### config.mk
export PLATFORM = sky130hd
export DESIGN_NAME = vcx_link_tx
export DESIGN_NICKNAME = d
export VERILOG_FILES = /design/src/rtl/vcx_pkg.sv /design/src/rtl/vcx_fifo.sv /design/src/rtl/vcx_vc_rom.sv /design/src/rtl/vcx_credit_mem.sv /design/src/rtl/vcx_link_tx.sv
export SDC_FILE = /design/constraint.sdc
export NUM_CORES = 1
export LEC_CHECK = 0
export ABC_AREA = 1
export BUFFER_PORTS_ARGS = -buffer_cell sky130_fd_sc_hd__buf_2
export CAP_MARGIN = 40
export CORE_AREA = 2 2 262 264
export CTS_CLUSTER_DIAMETER = 150
export DETAILED_ROUTE_END_ITERATION = 6
export DIE_AREA = 0 0 264 266
export SYNTH_ARGS = -nofsm -noshare
export SYNTH_HDL_FRONTEND = slang
export SYNTH_HIERARCHICAL = 1
export SYNTH_SLANG_ARGS = --single-unit
### constraint.sdc
create_clock -name clk -period 8.5 [get_ports clk]
set_clock_uncertainty 0.1 [all_clocks]
set_input_delay 0.425 -clock clk [delete_from_list [all_inputs] [get_ports clk]]
set_output_delay 0.425 -clock clk [all_outputs]
set_load 0.02 [all_outputs]
### src/rtl/vcx_pkg.sv
package vcx_pkg;
    localparam int BYTE_W = 8;

    typedef enum logic [1:0] {
        ST_IDLE,
        ST_PICK,
        ST_HEAD,
        ST_BODY
    } tx_state_e;
endpackage

### src/rtl/vcx_fifo.sv
module vcx_fifo #(
    parameter int W     = 8,
    parameter int DEPTH = 4
) (
    input  logic         clk,
    input  logic         rst_n,
    input  logic         wr_en,
    input  logic [W-1:0] wr_data,
    input  logic         rd_en,
    output logic [W-1:0] rd_data,
    output logic         empty,
    output logic         full
);
    localparam int PW = (DEPTH > 1) ? $clog2(DEPTH) : 1;
    localparam int CW = $clog2(DEPTH + 1);

    logic [W-1:0]  mem [DEPTH];
    logic [PW-1:0] rd_ptr, wr_ptr;
    logic [CW-1:0] count;
    logic          do_rd, do_wr;

    function automatic logic [PW-1:0] nxt(input logic [PW-1:0] p);
        return (p == PW'(DEPTH - 1)) ? '0 : p + PW'(1);
    endfunction

    assign empty   = (count == '0);
    assign full    = (count == CW'(DEPTH));
    assign do_rd   = rd_en && !empty;
    assign do_wr   = wr_en && (!full || do_rd);
    assign rd_data = mem[rd_ptr];

    always_ff @(posedge clk) begin
        if (do_wr) mem[wr_ptr] <= wr_data;
    end

    always_ff @(posedge clk or negedge rst_n) begin
        if (!rst_n) begin
            rd_ptr <= '0;
            wr_ptr <= '0;
            count  <= '0;
        end else begin
            if (do_rd) rd_ptr <= nxt(rd_ptr);
            if (do_wr) wr_ptr <= nxt(wr_ptr);
            unique case ({do_wr, do_rd})
                2'b10:   count <= count + CW'(1);
                2'b01:   count <= count - CW'(1);
                default: count <= count;
            endcase
        end
    end
endmodule

### src/rtl/vcx_vc_rom.sv
module vcx_vc_rom #(
    parameter int NODE_W  = 4,
    parameter int VC_W    = 8,
    parameter int MAP_MUL = 37,
    parameter int MAP_ADD = 5
) (
    input  logic [NODE_W-1:0] dest,
    output logic [VC_W-1:0]   vc
);
    localparam int N_NODE = 1 << NODE_W;
    localparam int N_VC   = 1 << VC_W;

    logic [VC_W-1:0] tbl [N_NODE];

    for (genvar i = 0; i < N_NODE; i++) begin : g_ent
        assign tbl[i] = VC_W'((i * MAP_MUL + MAP_ADD) % N_VC);
    end

    assign vc = tbl[dest];
endmodule

### src/rtl/vcx_credit_mem.sv
module vcx_credit_mem #(
    parameter int VC_W = 8
) (
    input  logic              clk,
    input  logic              rst_n,
    input  logic              clr_en,
    input  logic [VC_W-1:0]   clr_vc,
    input  logic              set_en,
    input  logic [VC_W-1:0]   set_vc,
    output logic [(1<<VC_W)-1:0] bits
);
    // The clear is written first and the set second, so a set wins on a collision.
    always_ff @(posedge clk or negedge rst_n) begin
        if (!rst_n) begin
            bits <= '1;
        end else begin
            if (clr_en) bits[clr_vc] <= 1'b0;
            if (set_en) bits[set_vc] <= 1'b1;
        end
    end
endmodule

### src/rtl/vcx_link_tx.sv
module vcx_link_tx
    import vcx_pkg::*;
#(
    parameter int NODE_W    = 4,
    parameter int VC_W      = 8,
    parameter int PAY_BYTES = 8,
    parameter int DEPTH     = 4,
    parameter int MAP_MUL   = 37,
    parameter int MAP_ADD   = 5
) (
    input  logic                      clk,
    input  logic                      rst_n,
    input  logic                      in_valid,
    input  logic [NODE_W-1:0]         in_dest,
    input  logic [PAY_BYTES*8-1:0]    in_payload,
    output logic                      in_ready,
    input  logic                      cr_valid,
    input  logic [VC_W-1:0]           cr_vc,
    output logic                      link_flag,
    output logic [7:0]                link_data
);
    localparam int PAY_W = PAY_BYTES * BYTE_W;
    localparam int ENT_W = NODE_W + PAY_W;
    localparam int CNT_W = (PAY_BYTES > 1) ? $clog2(PAY_BYTES) : 1;
    localparam int N_VC  = 1 << VC_W;

    tx_state_e st, st_nx;

    logic              q_wr, q_rd, q_empty, q_full;
    logic [ENT_W-1:0]  q_wdata, q_head;
    logic [NODE_W-1:0] head_dest;
    logic [PAY_W-1:0]  head_pay;
    logic [VC_W-1:0]   pick_vc;
    logic [N_VC-1:0]   cr_bits;
    logic              credit_ok, grant, recycle;

    logic [VC_W-1:0]   vc_q;
    logic [PAY_W-1:0]  pay_q;
    logic [CNT_W-1:0]  cnt;

    assign head_dest = q_head[ENT_W-1 -: NODE_W];
    assign head_pay  = q_head[PAY_W-1:0];
    assign credit_ok = cr_bits[pick_vc];
    assign grant     = (st == ST_PICK) && credit_ok;
    assign recycle   = (st == ST_PICK) && !credit_ok;

    // The queue has one write port, shared by new packets and recycled ones.
    assign in_ready = !q_full && !recycle;
    assign q_rd     = grant || recycle;
    assign q_wr     = recycle || (in_valid && in_ready);
    assign q_wdata  = recycle ? q_head : {in_dest, in_payload};

    vcx_fifo #(.W(ENT_W), .DEPTH(DEPTH)) u_q (
        .clk     (clk),
        .rst_n   (rst_n),
        .wr_en   (q_wr),
        .wr_data (q_wdata),
        .rd_en   (q_rd),
        .rd_data (q_head),
        .empty   (q_empty),
        .full    (q_full)
    );

    vcx_vc_rom #(
        .NODE_W(NODE_W), .VC_W(VC_W), .MAP_MUL(MAP_MUL), .MAP_ADD(MAP_ADD)
    ) u_map (
        .dest (head_dest),
        .vc   (pick_vc)
    );

    vcx_credit_mem #(.VC_W(VC_W)) u_cred (
        .clk    (clk),
        .rst_n  (rst_n),
        .clr_en (grant),
        .clr_vc (pick_vc),
        .set_en (cr_valid),
        .set_vc (cr_vc),
        .bits   (cr_bits)
    );

    // Next-state selection
    always_comb begin
        st_nx = st;
        unique case (st)
            ST_IDLE: if (!q_empty) st_nx = ST_PICK;
            ST_PICK: st_nx = credit_ok ? ST_HEAD : ST_IDLE;
            ST_HEAD: st_nx = ST_BODY;
            ST_BODY: if (cnt == CNT_W'(PAY_BYTES - 1)) st_nx = ST_IDLE;
        endcase
    end

    // State register
    always_ff @(posedge clk or negedge rst_n) begin
        if (!rst_n) st <= ST_IDLE;
        else        st <= st_nx;
    end

    // Packet holding registers
    always_ff @(posedge clk or negedge rst_n) begin
        if (!rst_n) begin
            vc_q  <= '0;
            pay_q <= '0;
            cnt   <= '0;
        end else begin
            if (grant) begin
                vc_q  <= pick_vc;
                pay_q <= head_pay;
                cnt   <= '0;
            end else if (st == ST_BODY) begin
                pay_q <= pay_q >> BYTE_W;
                cnt   <= cnt + CNT_W'(1);
            end
        end
    end

    // Link outputs
    always_comb begin
        link_flag = 1'b0;
        link_data = '0;
        unique case (st)
            ST_IDLE: ;
            ST_PICK: ;
            ST_HEAD: begin
                link_flag = 1'b1;
                link_data = 8'(vc_q);
            end
            ST_BODY: link_data = pay_q[BYTE_W-1:0];
        endcase
    end
endmodule

-- Word-level counts from Yosys, hierarchy flattened
Memories as Yosys holds them, arrays and structs flattened.
Cells that the tools add are included.
- add/subtract/negate cells: 5
- magnitude comparators: 5
- equality and inequality tests: 11
- multiplexer cells: 26
- bitwise operators: 4
- reduce and logical (&&, ||, !) cells: 20
- operators with widths (kind ; number):
    256-bit 2-to-1 mux ; 2
    256-bit AND ; 1
    256-bit inverter ; 1
    256-bit bitwise OR ; 1
    64-bit 2-to-1 mux ; 2
    68-bit 2-to-1 mux ; 1
    8-bit by 9-bit less-than comparator with 1-bit output (second input constant) ; 2
    1-bit demux with 8-bit select ; 2
    8-bit by 1-bit >= comparator with 1-bit output (second input constant) ; 2
    8-bit 2-to-1 mux ; 2
    8-bit case mux with 2 select lines ; 1
    2-bit equality test (second input constant) ; 5
    2-bit 2-to-1 mux ; 5
    1-bit binary-select mux with 8-bit select ; 1
    1-bit logical AND ; 8
    2-bit case mux with 4 select lines ; 1
    3-bit by 1-bit adder with 3-bit output (second input constant) ; 2
    3-bit equality test (second input constant) ; 2
    1-bit 2-to-1 mux ; 6
    3-bit 2-to-1 mux ; 2
    3-bit case mux with 2 select lines ; 1
    5-bit >= comparator (second input constant) ; 1
    4-bit inverter with 5-bit output ; 1
    2-bit by 1-bit adder with 2-bit output (second input constant) ; 2
    other kinds (9) ; 17
- register bits: 340
- RAM bits: 272
- bits in read-only memories: 128
- output and inout bits: 10
- memories: 2
- memory list (memory ; words ; width ; rd ports ; clocked after memory_dff ; write ports ; line ; source):
    u_q.mem ; 4 ; 68 ; 1 ; 0 ; 1 ; vcx_fifo.sv:17 ; logic [W-1:0] mem [DEPTH];
    (no name shown) ; 16 ; 8 ; 1 ; 0 ; 0 ; vcx_vc_rom.sv:19 ; assign vc = tbl[dest];

-- Longest topological paths before layout
An unclocked memory read counts as a cell.
- depth in word-level cells: 16
- gate-level depth with buffers: 32

-- By module
Netlist, hierarchy kept.
- modules (own cells, without submodules) (module ; times used ; cells an instance ; area an instance (µm²) ; seq. area each (µm²)):
    vcx_credit_mem ; 1 ; 1393 ; 11737.5 ; 6726.5
    vcx_fifo ; 1 ; 717 ; 10573.9 ; 8343.0
    vcx_link_tx ; 1 ; 1321 ; 7399.6 ; 1926.8
    vcx_vc_rom ; 1 ; 47 ; 265.3 ; 0.0

-- Worst setup path before layout
OpenSTA, ideal clock, no wires.
- kind: reg2reg
- start point: register u_q.rd_ptr[0]
- end point: memory u_q/mem[0][0] (netlist name), enable pin
- setup time: 494 ps
- data arrival time: 6574 ps
- required time: 7906 ps
- slack: 1332 ps
- stages on the path, launching flop included: 27
- buffers on the path: 6
- period minus slack after synthesis: 7168 ps
- cells stage by stage: dfrtp_1 > buf_6 > inv_2 > buf_6 > buf_6 > nor2_1 > o22ai_1 > inv_1 > ha_1 > inv_1 > nand2_1 > nand3_1 > nand2_1 > buf_2 > clkinv_1 > buf_1 > nand3_1 > nand3_1 > nand2_1 > nand2_1 > nand3_1 > nand3_1 > nand3_1 > clkbuf_1 > nand2_1 > o21ai_4 > nor2_1
- cells in the longest elaborated chain, start to end: 16
- elaborated cells between the ends (all ways): 20
- those cells by class: 6 x mux; 1 x bitwise; 11 x reduce/logical; 2 x memory
- RTL lines (element ; line ; source):
    from (decl) ; vcx_fifo.sv:18 ; logic [PW-1:0] rd_ptr, wr_ptr;
    from (signal assigned) ; vcx_fifo.sv:42 ; if (do_rd) rd_ptr <= nxt(rd_ptr);
    memory read 4 x 68 bit * ; n/a ;
    via q_head[64] ; vcx_link_tx.sv:30 ; logic [ENT_W-1:0] q_wdata, q_head;
    4-bit inverter with 5-bit output (implied by the code) * ; vcx_vc_rom.sv:19 ;
    memory read 16 x 8 bit * ; n/a ;
    8-bit 2-to-1 mux (implied by the code) * (2 in a row) ; vcx_vc_rom.sv:19 ;
    via pick_vc[0] ; vcx_link_tx.sv:33 ; logic [VC_W-1:0] pick_vc;
    1-bit binary-select mux with 8-bit select * ; vcx_link_tx.sv:43 ; assign credit_ok = cr_bits[pick_vc];
    1-bit 2-to-1 mux (implied by the code) * ; vcx_link_tx.sv:43 ;
    [... 2 more ...] ; n/a ;
    1-bit zero test ; vcx_link_tx.sv:48 ; assign in_ready = !q_full && !recycle;
    1-bit logical AND ; vcx_link_tx.sv:48 ;
    1-bit logical AND ; vcx_link_tx.sv:50 ; assign q_wr = recycle || (in_valid && in_ready);
    1-bit logical OR * ; vcx_link_tx.sv:50 ;
    via q_wr ; vcx_link_tx.sv:29 ; logic q_wr, q_rd, q_empty, q_full;
    1-bit logical AND * ; vcx_fifo.sv:29 ; assign do_wr = wr_en && (!full || do_rd);
    1-bit 2-to-1 mux * ; vcx_fifo.sv:33 ; if (do_wr) mem[wr_ptr] <= wr_data;
    1-bit 2-to-1 mux (implied by the code) * ; vcx_fifo.sv:33 ;
    to (decl) ; vcx_fifo.sv:17 ;
The timed path passes the listed nets; every way through them passes the cells marked *. The select of a mux whose other input is x is not followed.

-- Worst setup path in the final report
- start point: register u_q.rd_ptr[1]
- end point: register u_cred.bits[182]
- elaborated cells between the ends (all ways): 18
- those cells by class: 2 x order compare; 8 x mux; 4 x bitwise; 2 x reduce/logical; 2 x memory
- RTL lines (element ; line ; source):
    memory read 4 x 68 bit * ; n/a ;
    via q_head[64] ; vcx_link_tx.sv:30 ;
    4-bit inverter with 5-bit output (implied by the code) * ; vcx_vc_rom.sv:19 ;
    memory read 16 x 8 bit * ; n/a ;
    8-bit 2-to-1 mux (implied by the code) * (2 in a row) ; vcx_vc_rom.sv:19 ;
    via pick_vc[0] ; vcx_link_tx.sv:33 ;
    1-bit binary-select mux with 8-bit select * ; vcx_link_tx.sv:43 ;
    1-bit 2-to-1 mux (implied by the code) * ; vcx_link_tx.sv:43 ;
    1-bit logical AND * ; vcx_link_tx.sv:44 ; assign grant = (st == ST_PICK) && credit_ok;
    via grant ; vcx_link_tx.sv:35 ; logic credit_ok, grant, recycle;
    256-bit 2-to-1 mux * ; vcx_credit_mem.sv:17 ; if (clr_en) bits[clr_vc] <= 1'b0;
    256-bit bitwise OR (no line) ; n/a ;
    256-bit 2-to-1 mux * ; vcx_credit_mem.sv:18 ; if (set_en) bits[set_vc] <= 1'b1;
    to (signal assigned) ; vcx_credit_mem.sv:15 ; bits <= '1;
    to (signal, indexed assignment) ; vcx_credit_mem.sv:17 ;
    to (signal, indexed assignment) ; vcx_credit_mem.sv:18 ;
    to (decl) ; vcx_credit_mem.sv:10 ; output logic [(1<<VC_W)-1:0] bits
Marked as above.
A chain may end at the register's enable or synchronous reset.

==> results.json <==
{
  "reg2regPathDepth": 25,
  "postSynthAreaPerCell_um2": 8.62,
  "grt_pass1_vias": 23959,
  "num_antenna_cells": 0,
  "cts_tree": "built",
  "cts_root_buffer": "clkbuf_16",
  "synth-edff-count": 272,
  "min_from": "in_payload[56]",
  "slew_headroom_pct": 36.3,
  "syn_nets": 3572,
  "holdPathEnd": "u_q/mem[0][56]",
  "nets": 3590,
  "finalMaxSlewViolations": 0,
  "layout_common_cells": "1290 x nand2_1, 506 x nand3_1, 272 x edfxtp_1",
  "synth_cell_types": 35,
  "gp_congestion": 0.900,
  "core_area_mm2": 0.0677,
  "track_usage_pct": 25.9,
  "finalSetupViolCount": 0,
  "cts_buffers": 68,
  "maxCapViolations": 0,
  "crit_type": "reg2reg",
  "fmax_ghz": 0.131,
  "clock_sink_count": 612,
  "min_period_ns": 7.62,
  "wl_per_cell_um": 20.4,
  "ys_warn_count": 6,
  "drive_gt1_share_pct": 16.6,
  "r2r_start": "u_q/rd_ptr[1]",
  "syn_to_final_growth_pct": 11.6,
  "hold_depth": 3,
  "grt_max_degree": 138,
  "synth_flop_cell": "edfxtp_1",
  "dp_hpwl_mm": 54.9,
  "status": "complete, no violations",
  "io_buffer_count": 89,
  "tightest_slew_ns": 0.953,
  "start_util_pct": 44.2,
  "r2r_end": "u_cred/bits[182]",
  "fp.dieH_um": 266,
  "rsz0062_at_grt": "no",
  "endpoint_kind": "register",
  "synth_seq_area_share_pct": 56.7,
  "start_kind": "register",
  "num_rows": 96,
  "synth_seq_cells": 612,
  "viasPerCell": 5.52,
  "ios": 90,
  "finalHoldViolCount": 0,
  "syn_area_mm2": 0.0300,
  "vias": 24434,
  "grt_pass1_wl_mm": 141,
  "cp.required_ns": 8.94,
  "antenna_left": 0,
  "clockBufferDepth": 3,
  "cp_max_fo": 62,
  "async_flop_share_pct": 55.6,
  "dr.pass1.iters": 6,
  "dieArea_mm2": 0.0702,
  "r2r_slack_ns": 0.88,
  "clk_pin_slew_ns": 0.06,
  "drcViolationCount": 0,
  "grt_overflow": 0,
  "post_cts_buffers": 0,
  "worstSkewPairLatency_ns": 0.62,
  "min_path_type": "in2reg",
  "post_cts_resized": 0,
  "fin_crit_sh_pct": 89.7,
  "fin_setup_tns_ns": 0,
  "netlist_instances": 3478,
  "antenna_found_initial": 0,
  "routed_wl_mm": 90.4,
  "cp.arrival_ns": 8.07,
  "nFillCells": 6428,
  "cts_hold_buf": 1,
  "htreeDepth": 3,
  "drt_iter0_markers": 2109,
  "final_common_cell": "nand2_1",
  "die_w_um": 264
}
metal layers:
layer	wire length (µm)	global-route usage [%]	up-vias
li1	-	-	11563
met1	37800	33.5	11817
met2	43000	43.2	854
met3	5930	4.43	200
met4	3610	10.6	0
met5	0	0	-
Yosys cell counts, drive strengths merged (13+ instances only):
cell / count / area, µm²
clkbuf: 57 / 219
dfstp: 256 / 6730
nand3: 508 / 2550
buf: 161 / 1050
nor2: 218 / 886
o22ai: 68 / 425
o21ai: 345 / 1740
nand2: 1311 / 4970
inv: 147 / 562
edfxtp: 272 / 8170
nor3: 17 / 270
ha: 13 / 163
dfrtp: 84 / 2100
how the worst max path moves through the flow:
| stage | from | end | cells after the start |
|---|---|---|---|
| after floorplan | u_q/rd_ptr[0] | u_q/mem[0][0] | 26 |
| after global placement | u_q/rd_ptr[1] | u_cred/bits[180] | 20 |
| after detailed placement | u_q/rd_ptr[1] | u_cred/bits[181] | 25 |
| after CTS | u_q/rd_ptr[1] | u_cred/bits[166] | 25 |
| after global routing | u_q/rd_ptr[1] | u_cred/bits[182] | 25 |
| final | u_q/rd_ptr[1] | u_cred/bits[182] | 25 |
flip-flops by register name, summed over array words and instances (netlist names), named ones only:
signal       count
u_q/wr_ptr       2
cnt              3
pay_q           64
vc_q             8
u_q/count        3
u_q/mem        272
u_cred/bits    256
u_q/rd_ptr       2
st               1
worst max-delay path, cell delays in order, from the launching register on:
cell and delay (ns):
dfrtp_2 0.58, inv_2 0.54, o21ai_1 0.17, o22ai_1 0.57, inv_4 0.08, ha_2 0.75
inv_1 0.09, nand2_1 0.09, nand3_1 0.06, nand2_1 0.08, buf_4 0.33, clkinv_1 0.62
nand3_1 0.28, nand3_1 0.11, nand2_1 0.15, nand2_1 0.07, nand3_1 0.09, nand3_1 0.20
nand2_2 0.16, nand2_4 0.35, clkinv_2 0.56, buf_4 0.48, buf_4 0.64, nand3_1 0.16
nand2_1 0.10, nand2_1 0.05
cell type report:
cell class,count,area (µm²),share of cell area (%)
multi-input cells,2498,11200,33.5
inverters,150,584,1.75
repair buffers,166,1330,3.98
clock inverters,23,310,0.928
well taps,882,1100,3.30
flip-flops and latches,612,17000,50.8
clock buffers,99,1900,5.68
through the flow:
stage | hold slack, ns | instances | worst slack [ns] | util [%] | instance area, µm²
finish | 0.0942 | 4430 | 0.878 | 49.4 | 33400
global route | 0.101 | 4430 | 0.368 | 49.4 | 33400
CTS | 0.0645 | 4430 | 1.08 | 49.4 | 33400
detailed placement | 0.354 | 4307 | 1.12 | 46.1 | 31200
global placement | 0.349 | 4277 | 1.36 | 45.4 | 30800
floorplan | 0.0294 | 3478 | 1.33 | - | 30000
cell families (layout without fill, tap and decap cells):
kind of cell             after synthesis  in the layout  share of synthesized area, %
AO/OA/AOI/OAI                        426            426                          7.53
XOR/XNOR                               1              1                        0.0292
adder cells (fa/ha/maj)               14             14                         0.609
buffers and inverters                368            438                          6.13
flip-flops                           612            612                          56.7
AND/OR/NAND/NOR                     2057           2057                          29.0
Power is not shown: default switching activity piles up to over one toggle a cycle in this logic, so the estimate is an artifact.
